==> config.mk <==
export PLATFORM = sky130hd
export DESIGN_NAME = perf_mon_hub
export DESIGN_NICKNAME = d
export VERILOG_FILES = /design/src/rtl/pmh_pkg.sv /design/src/rtl/pmh_ctrl.sv /design/src/rtl/pmh_status.sv /design/src/rtl/pmh_irq_steer.sv /design/src/rtl/perf_mon_hub.sv
export SDC_FILE = /design/constraint.sdc
export NUM_CORES = 1
export LEC_CHECK = 0
export CAP_MARGIN = 20
export CORE_AREA = 5 5 88 66
export DETAILED_ROUTE_END_ITERATION = 10
export DIE_AREA = 0 0 93 71
export PLACE_DENSITY = 0.74
export SLEW_MARGIN = 20
export SYNTH_ARGS = -nofsm -noshare
export SYNTH_HDL_FRONTEND = slang
export SYNTH_SLANG_ARGS = --single-unit
==> constraint.sdc <==
create_clock -name clk -period 0.8 [get_ports clk]
set_input_delay 0.12 -clock clk [delete_from_list [all_inputs] [get_ports clk]]
set_output_delay 0.12 -clock clk [all_outputs]
set_load 0.01 [all_outputs]
==> src/rtl/pmh_pkg.sv <==
package pmh_pkg;
    typedef enum logic [1:0] {
        RUN_OFF    = 2'd0,
        RUN_ON     = 2'd1,
        RUN_FROZEN = 2'd2
    } run_state_t;

    localparam int unsigned ADDR_CTRL = 0;
    localparam int unsigned ADDR_STAT = 1;
    localparam int unsigned ADDR_CLR  = 2;

    localparam int unsigned BIT_ARM  = 31;
    localparam int unsigned BIT_CRST = 29;
    localparam int unsigned BIT_CEN  = 28;
    localparam int unsigned BIT_COND = 31;
    localparam int unsigned BIT_PMI  = 30;
endpackage

==> src/rtl/pmh_ctrl.sv <==
module pmh_ctrl
    import pmh_pkg::*;
#(
    parameter int unsigned NUM_CORE = 8
) (
    input  logic                clk,
    input  logic                rst_n,
    input  logic                wr_ctrl,
    input  logic                wr_arm,
    input  logic                wr_crst,
    input  logic                wr_cen,
    input  logic                wr_loc,
    input  logic [NUM_CORE-1:0] wr_mask,
    input  logic                irq_any,
    output logic                arm,
    output logic                cnt_enable,
    output logic                cnt_reset,
    output logic                loc_enable,
    output logic [NUM_CORE-1:0] core_mask
);
    run_state_t st, nxt;
    logic freeze_evt;

    assign freeze_evt = arm && irq_any;

    // state register
    always_ff @(posedge clk or negedge rst_n) begin
        if (!rst_n) st <= RUN_OFF;
        else        st <= nxt;
    end

    // transitions
    always_comb begin
        nxt = st;
        unique case (st)
            RUN_OFF:    if (wr_ctrl && wr_cen) nxt = RUN_ON;
            RUN_ON:     if (wr_ctrl && !wr_cen) nxt = RUN_OFF;
            RUN_FROZEN: if (wr_ctrl) nxt = wr_cen ? RUN_ON : RUN_OFF;
            default:    nxt = RUN_OFF;
        endcase
        if (freeze_evt && nxt == RUN_ON) nxt = RUN_FROZEN;
    end

    // outputs
    always_comb cnt_enable = (st == RUN_ON);

    always_ff @(posedge clk or negedge rst_n) begin
        if (!rst_n) begin
            arm        <= 1'b0;
            loc_enable <= 1'b0;
            core_mask  <= '0;
            cnt_reset  <= 1'b0;
        end else begin
            cnt_reset <= wr_ctrl && wr_crst;
            if (wr_ctrl) begin
                arm        <= wr_arm;
                loc_enable <= wr_loc;
                core_mask  <= wr_mask;
            end
        end
    end

    assert_freeze_R5: assert property (@(posedge clk) disable iff (!rst_n)
        freeze_evt |=> !cnt_enable);
    assert_enable_follows_R4: assert property (@(posedge clk) disable iff (!rst_n)
        (wr_ctrl && !freeze_evt) |=> (cnt_enable == $past(wr_cen)));
    assert_reset_pulse_R3: assert property (@(posedge clk) disable iff (!rst_n)
        (wr_ctrl && wr_crst) |=> cnt_reset);
endmodule

==> src/rtl/pmh_status.sv <==
module pmh_status #(
    parameter int unsigned NUM_GRP = 4
) (
    input  logic               clk,
    input  logic               rst_n,
    input  logic [NUM_GRP-1:0] grp_ovf,
    input  logic               irq_any,
    input  logic               clr_we,
    input  logic [NUM_GRP-1:0] clr_ov,
    input  logic               clr_pmi,
    input  logic               clr_cond,
    output logic [NUM_GRP-1:0] ov,
    output logic               pmi,
    output logic               cond
);
    logic [NUM_GRP-1:0] ov_clr;
    logic               rise_any;

    assign ov_clr   = clr_we ? clr_ov : '0;
    assign rise_any = |(grp_ovf & ~ov);

    generate
        for (genvar g = 0; g < NUM_GRP; g++) begin : g_ov
            always_ff @(posedge clk or negedge rst_n) begin
                if (!rst_n) ov[g] <= 1'b0;
                else        ov[g] <= (ov[g] && !ov_clr[g]) || grp_ovf[g];
            end
        end
    endgenerate

    always_ff @(posedge clk or negedge rst_n) begin
        if (!rst_n) begin
            pmi  <= 1'b0;
            cond <= 1'b0;
        end else begin
            pmi  <= (pmi && !(clr_we && clr_pmi)) || irq_any;
            cond <= (cond && !(clr_we && clr_cond)) || rise_any;
        end
    end

    assert_set_wins_R6: assert property (@(posedge clk) disable iff (!rst_n)
        ((~ov & $past(grp_ovf)) == '0));
    assert_sticky_R9: assert property (@(posedge clk) disable iff (!rst_n)
        (($past(ov) & ~$past(ov_clr) & ~ov) == '0));
    assert_pmi_set_R7: assert property (@(posedge clk) disable iff (!rst_n)
        irq_any |=> pmi);
    assert_cond_set_R8: assert property (@(posedge clk) disable iff (!rst_n)
        rise_any |=> cond);
endmodule

==> src/rtl/pmh_irq_steer.sv <==
module pmh_irq_steer #(
    parameter int unsigned NUM_CORE = 8
) (
    input  logic                clk,
    input  logic                rst_n,
    input  logic                irq_any,
    input  logic [NUM_CORE-1:0] core_mask,
    output logic [NUM_CORE-1:0] core_irq
);
    always_ff @(posedge clk or negedge rst_n) begin
        if (!rst_n) core_irq <= '0;
        else        core_irq <= irq_any ? core_mask : '0;
    end

    assert_quiet_R10: assert property (@(posedge clk) disable iff (!rst_n)
        !$past(irq_any) |-> (core_irq == '0));
    assert_mask_R10: assert property (@(posedge clk) disable iff (!rst_n)
        irq_any |=> (core_irq == $past(core_mask)));
endmodule

==> src/rtl/perf_mon_hub.sv <==
module perf_mon_hub
    import pmh_pkg::*;
#(
    parameter int unsigned NUM_GRP  = 4,
    parameter int unsigned NUM_CORE = 8,
    parameter int unsigned DW       = 32,
    parameter int unsigned AW       = 2
) (
    input  logic                clk,
    input  logic                rst_n,
    input  logic [AW-1:0]       bus_addr,
    input  logic                bus_we,
    input  logic [DW-1:0]       bus_wdata,
    output logic [DW-1:0]       bus_rdata,
    input  logic [NUM_GRP-1:0]  grp_ovf,
    input  logic [NUM_GRP-1:0]  grp_irq,
    output logic                cnt_enable,
    output logic                cnt_reset,
    output logic                loc_enable,
    output logic [NUM_CORE-1:0] core_irq
);
    localparam logic [DW-1:0] USED_MASK =
        (DW'(1) << BIT_ARM) | (DW'(1) << BIT_CRST) | (DW'(1) << BIT_CEN) |
        (DW'(1) << BIT_PMI) | ((DW'(1) << (NUM_CORE + 1)) - DW'(1)) |
        ((DW'(1) << NUM_GRP) - DW'(1));

    logic                irq_any, wr_ctrl, wr_clr, arm;
    logic [NUM_CORE-1:0] core_mask;
    logic [NUM_GRP-1:0]  ov;
    logic                pmi, cond;
    logic [DW-1:0]       ctrl_word, stat_word, rd_next;
    logic                unused_wbits;

    assign irq_any      = |grp_irq;
    assign wr_ctrl      = bus_we && (bus_addr == AW'(ADDR_CTRL));
    assign wr_clr       = bus_we && (bus_addr == AW'(ADDR_CLR));
    assign unused_wbits = ^(bus_wdata & ~USED_MASK);

    pmh_ctrl #(.NUM_CORE(NUM_CORE)) u_ctrl (
        .clk(clk), .rst_n(rst_n), .wr_ctrl(wr_ctrl),
        .wr_arm(bus_wdata[BIT_ARM]), .wr_crst(bus_wdata[BIT_CRST]),
        .wr_cen(bus_wdata[BIT_CEN]), .wr_loc(bus_wdata[0]),
        .wr_mask(bus_wdata[NUM_CORE:1]), .irq_any(irq_any),
        .arm(arm), .cnt_enable(cnt_enable), .cnt_reset(cnt_reset),
        .loc_enable(loc_enable), .core_mask(core_mask)
    );

    pmh_status #(.NUM_GRP(NUM_GRP)) u_stat (
        .clk(clk), .rst_n(rst_n), .grp_ovf(grp_ovf), .irq_any(irq_any),
        .clr_we(wr_clr), .clr_ov(bus_wdata[NUM_GRP-1:0]),
        .clr_pmi(bus_wdata[BIT_PMI]), .clr_cond(bus_wdata[BIT_COND]),
        .ov(ov), .pmi(pmi), .cond(cond)
    );

    pmh_irq_steer #(.NUM_CORE(NUM_CORE)) u_steer (
        .clk(clk), .rst_n(rst_n), .irq_any(irq_any),
        .core_mask(core_mask), .core_irq(core_irq)
    );

    always_comb begin
        ctrl_word = '0;
        ctrl_word[BIT_ARM]      = arm;
        ctrl_word[BIT_CEN]      = cnt_enable;
        ctrl_word[NUM_CORE:1]   = core_mask;
        ctrl_word[0]            = loc_enable;
        stat_word = '0;
        stat_word[BIT_COND]     = cond;
        stat_word[BIT_PMI]      = pmi;
        stat_word[NUM_GRP-1:0]  = ov;
        if (bus_addr == AW'(ADDR_CTRL))      rd_next = ctrl_word;
        else if (bus_addr == AW'(ADDR_STAT)) rd_next = stat_word;
        else                                 rd_next = '0;
    end

    always_ff @(posedge clk or negedge rst_n) begin
        if (!rst_n) bus_rdata <= '0;
        else        bus_rdata <= rd_next;
    end

    assert_rst_only_after_write_R3: assert property (@(posedge clk) disable iff (!rst_n)
        cnt_reset |-> $past(bus_we && bus_addr == AW'(ADDR_CTRL) && bus_wdata[BIT_CRST]));
    assert_clr_reads_zero_R11: assert property (@(posedge clk) disable iff (!rst_n)
        $past(bus_addr >= AW'(ADDR_CLR)) |-> (bus_rdata == '0));
    assert_rst_bit_reads_zero_R2: assert property (@(posedge clk) disable iff (!rst_n)
        !bus_rdata[BIT_CRST]);
endmodule

==> run metrics, run 1 <==
nets 247; clock root cell clkbuf_8; core box area 4950 um2; asr flop ratio synth 100%; # rows 22; first-pass GRT wire length 5.84 mm; routed length on met3 374 um; CTS HTree Levels 2; failing checks negative setup slack; Placer Congestion 0.759; Die X 93 um; wire length per cell 14.0 um; R2R Path End u_ctrl.st[1]; ranking of synthesized cells by area dfrtp_1 (60%), buf_4 (9.2%), mux2_2 (6.9%); CTS Sinks 39; io pins 88; total track usage 11.6%; final setup fails 38; top layer in use met4; leak pwr 1.19 nW; Post-Route Setup TNS -3.49 ns; Worst setup startpoint u_ctrl.st[1]; layout cell share with drive strength beyond 1 43.8%; count leader, synth dfrtp_1; final count of hold timing violations 0; Yosys top cell by area dfrtp_1; status finished, violations left; sequential share of the synthesized area 59.6%; CTS Buffer Depth 2; via count 1130; FF-to-FF setup slack -0.19 ns; pre-CTS WS -0.724 ns; Max Slew Vio Count 0; CTS tree yes; Startpoint Class flip-flop; antenna violations before repair 0; Critical Path Sink Type output pin; count of cell types in the netlist 26; drt via density 4.30; Max stage delay cell, worst path dfrtp_1; reg2reg path depth 4; Final ANT Viol Nets 0; final worst slack -0.281 ns; # DRC 0; EDFF count, synth 0; DP Area 2250 um2; RSZ-0062 raised after global routing yes; main flop type after synthesis dfrtp_1; clk slew on worst S/H paths 0.07 ns; CP Data Arrival Time 0.96 ns; post-synth top area share 59.6%; number of synthesis warnings 0; Crit path largest cell delay 0.39 ns; Max Cap Viol 0; CTS Buf Count 5; Hold Path Class input port to flip-flop; Worst EP required 0.68 ns; clock latency on the worst-skew pair 0.29 ns; number of global-route vias before repair 1221; fin crit period 1.08 ns; Netlist Area Pre-Place 1640 um2; routed metal-1 wirelength 1.45 mm; die area 6600 um2; Initial Util 33.1%; final WL 3.67 mm; Congestion Overflow GR 0; maximum vdd drop 0.000868 V; Synth Register Bits 39; die height 71 um; Diodes inserted 0; WP depth 3; most common library cells after synthesis dfrtp_1 (39), buf_4 (20), and2_1 (14), mux2_2 (10), nor2_1 (7); part of the cycle the worst path needs 135%; fmax 925 MHz; crit path capture cnt_enable; PortBufs 48; Syn-to-layout area delta 47.7%; RR Startpoint u_ctrl.st[0]; 1st-pass router iterations 4; initial drt markers 34; fin util 48.8%; largest net degree at the start of global routing 40; Mapped Avg Cell Area 12.4 um2; delay-heaviest family, CP flip-flops; fin area 2420 um2; crit path cell chain nand2b_4 > inv_2 > buf_6; WHS 0.120 ns; Cell Pwr Density 2150 nW/um2; post-synthesis instance total 132; skew final 0.00503 ns; Setup CP Type flip-flop to output pin; routed wl met2 1.79 mm; CP Max Fanout 2; CP Buf/Inv Count 2; hpwl dp 2.69 mm
==> logic make-up (layout without fill, tap and decap cells) <==
family,count (synthesis),in the layout,share of synthesized area [%]
and+or+nand+nor,36,36,12.7
muxes,15,15,9.93
buffers and inverters,30,82,12.0
other,1,20,0.229
DFF,39,39,59.6
AOI/OAI and AO/OA,11,11,5.58
==> cell type report <==
type	count	area (um2)
clock buffers	6	82.6
clock inverters	2	35.0
fillers	464	2540
inverters	5	18.8
multi-input cells	82	637
flip-flops and latches	39	976
well taps	60	75.1
repair buffers	69	594
==> stage by stage <==
| step | total power, mW | cells |
|---|---|---|
| floorplan | 2.94 | 151 |
| global placement | 3.48 | 251 |
| detailed placement | 3.51 | 251 |
| CTS | 5.18 | 263 |
| global route | 5.43 | 263 |
| finish | 5.20 | 263 |
==> per-layer routing <==
layer / global-route usage, % / vias up
li1: - / 530
met1: 13.3 / 549
met2: 18.8 / 47
met3: 4.99 / 4
met4: 5.37 / 0
met5: 0 / -
==> where the power goes <==
group,internal (mW),switching [mW],leakage (nW),total (mW)
Clock,1.01,0.664,0.0612,1.67
Sequential,2.24,0.144,0.467,2.38
Combinational,0.675,0.466,0.658,1.14
==> registers in the layout, summed over array words and instances (netlist names) <==
signal / flops
bus_rdata: 12
u_ctrl.core_mask: 8
u_steer.core_irq: 8
u_stat.ov: 4
u_ctrl.st: 2
u_ctrl.arm: 1
u_ctrl.cnt_reset: 1
u_ctrl.loc_enable: 1
u_stat.cond: 1
u_stat.pmi: 1
==> placed cells by master (no fill, tap or decap), drive strengths merged, types with 2 or more instances in the layout <==
cell,instances
conb,20
inv,5
dfrtp,39
mux2i,5
buf,50
mux2,10
a21o,5
and3b,2
clkdlybuf4s50,17
and2,15
nand2,6
nor2,7
clkbuf,7
o22ai,2
==> how the worst min path moves through the flow <==
stage	from	end	slack [ns]	cells after the start
after floorplan	rst_n	bus_rdata[0]	-0.18	0
after global placement	rst_n	u_ctrl.cnt_reset	0.1	2
after detailed placement	rst_n	u_ctrl.cnt_reset	0.1	2
after CTS	bus_addr[1]	bus_rdata[28]	0.13	3
after global routing	bus_addr[1]	bus_rdata[28]	0.12	3
final	bus_addr[1]	bus_rdata[28]	0.12	3
==> worst min-delay path, stage by stage <==
cell    delay [ns]
buf_6         0.09
buf_4         0.13
nor3_4        0.04
==> what timing repair did <==
action / in CTS / in global routing
pin swaps: 9 / 6
gates cloned: 1 / 0
gates resized for setup: 142 / 18
buffers inserted: 3 / 1
hold buffers: 1 / 0
setup endpoints to repair: 62 / 53
endpoints found under the hold margin: 39 / 0
(Power assumes the default switching activity.)
==> inputs of run 2 (changes only) <==
--- a/config.mk
+++ b/config.mk
@@ -5,7 +5,7 @@
 export SDC_FILE = /design/constraint.sdc
 export NUM_CORES = 1
 export LEC_CHECK = 0
-export CAP_MARGIN = 20
+export CAP_MARGIN = 30
 export CORE_AREA = 5 5 88 66
 export DETAILED_ROUTE_END_ITERATION = 10
 export DIE_AREA = 0 0 93 71
==> results of run 2 <==
The final DEF is identical to that of run 1; final timing and power are the same.
==> inputs of run 3 (changes only) <==
--- a/config.mk
+++ b/config.mk
@@ -5,7 +5,7 @@
 export SDC_FILE = /design/constraint.sdc
 export NUM_CORES = 1
 export LEC_CHECK = 0
-export CAP_MARGIN = 30
+export CAP_MARGIN = 20
 export CORE_AREA = 5 5 88 66
 export DETAILED_ROUTE_END_ITERATION = 10
 export DIE_AREA = 0 0 93 71
==> results of run 3 <==
The final DEF is identical to that of run 1; final timing and power are the same.
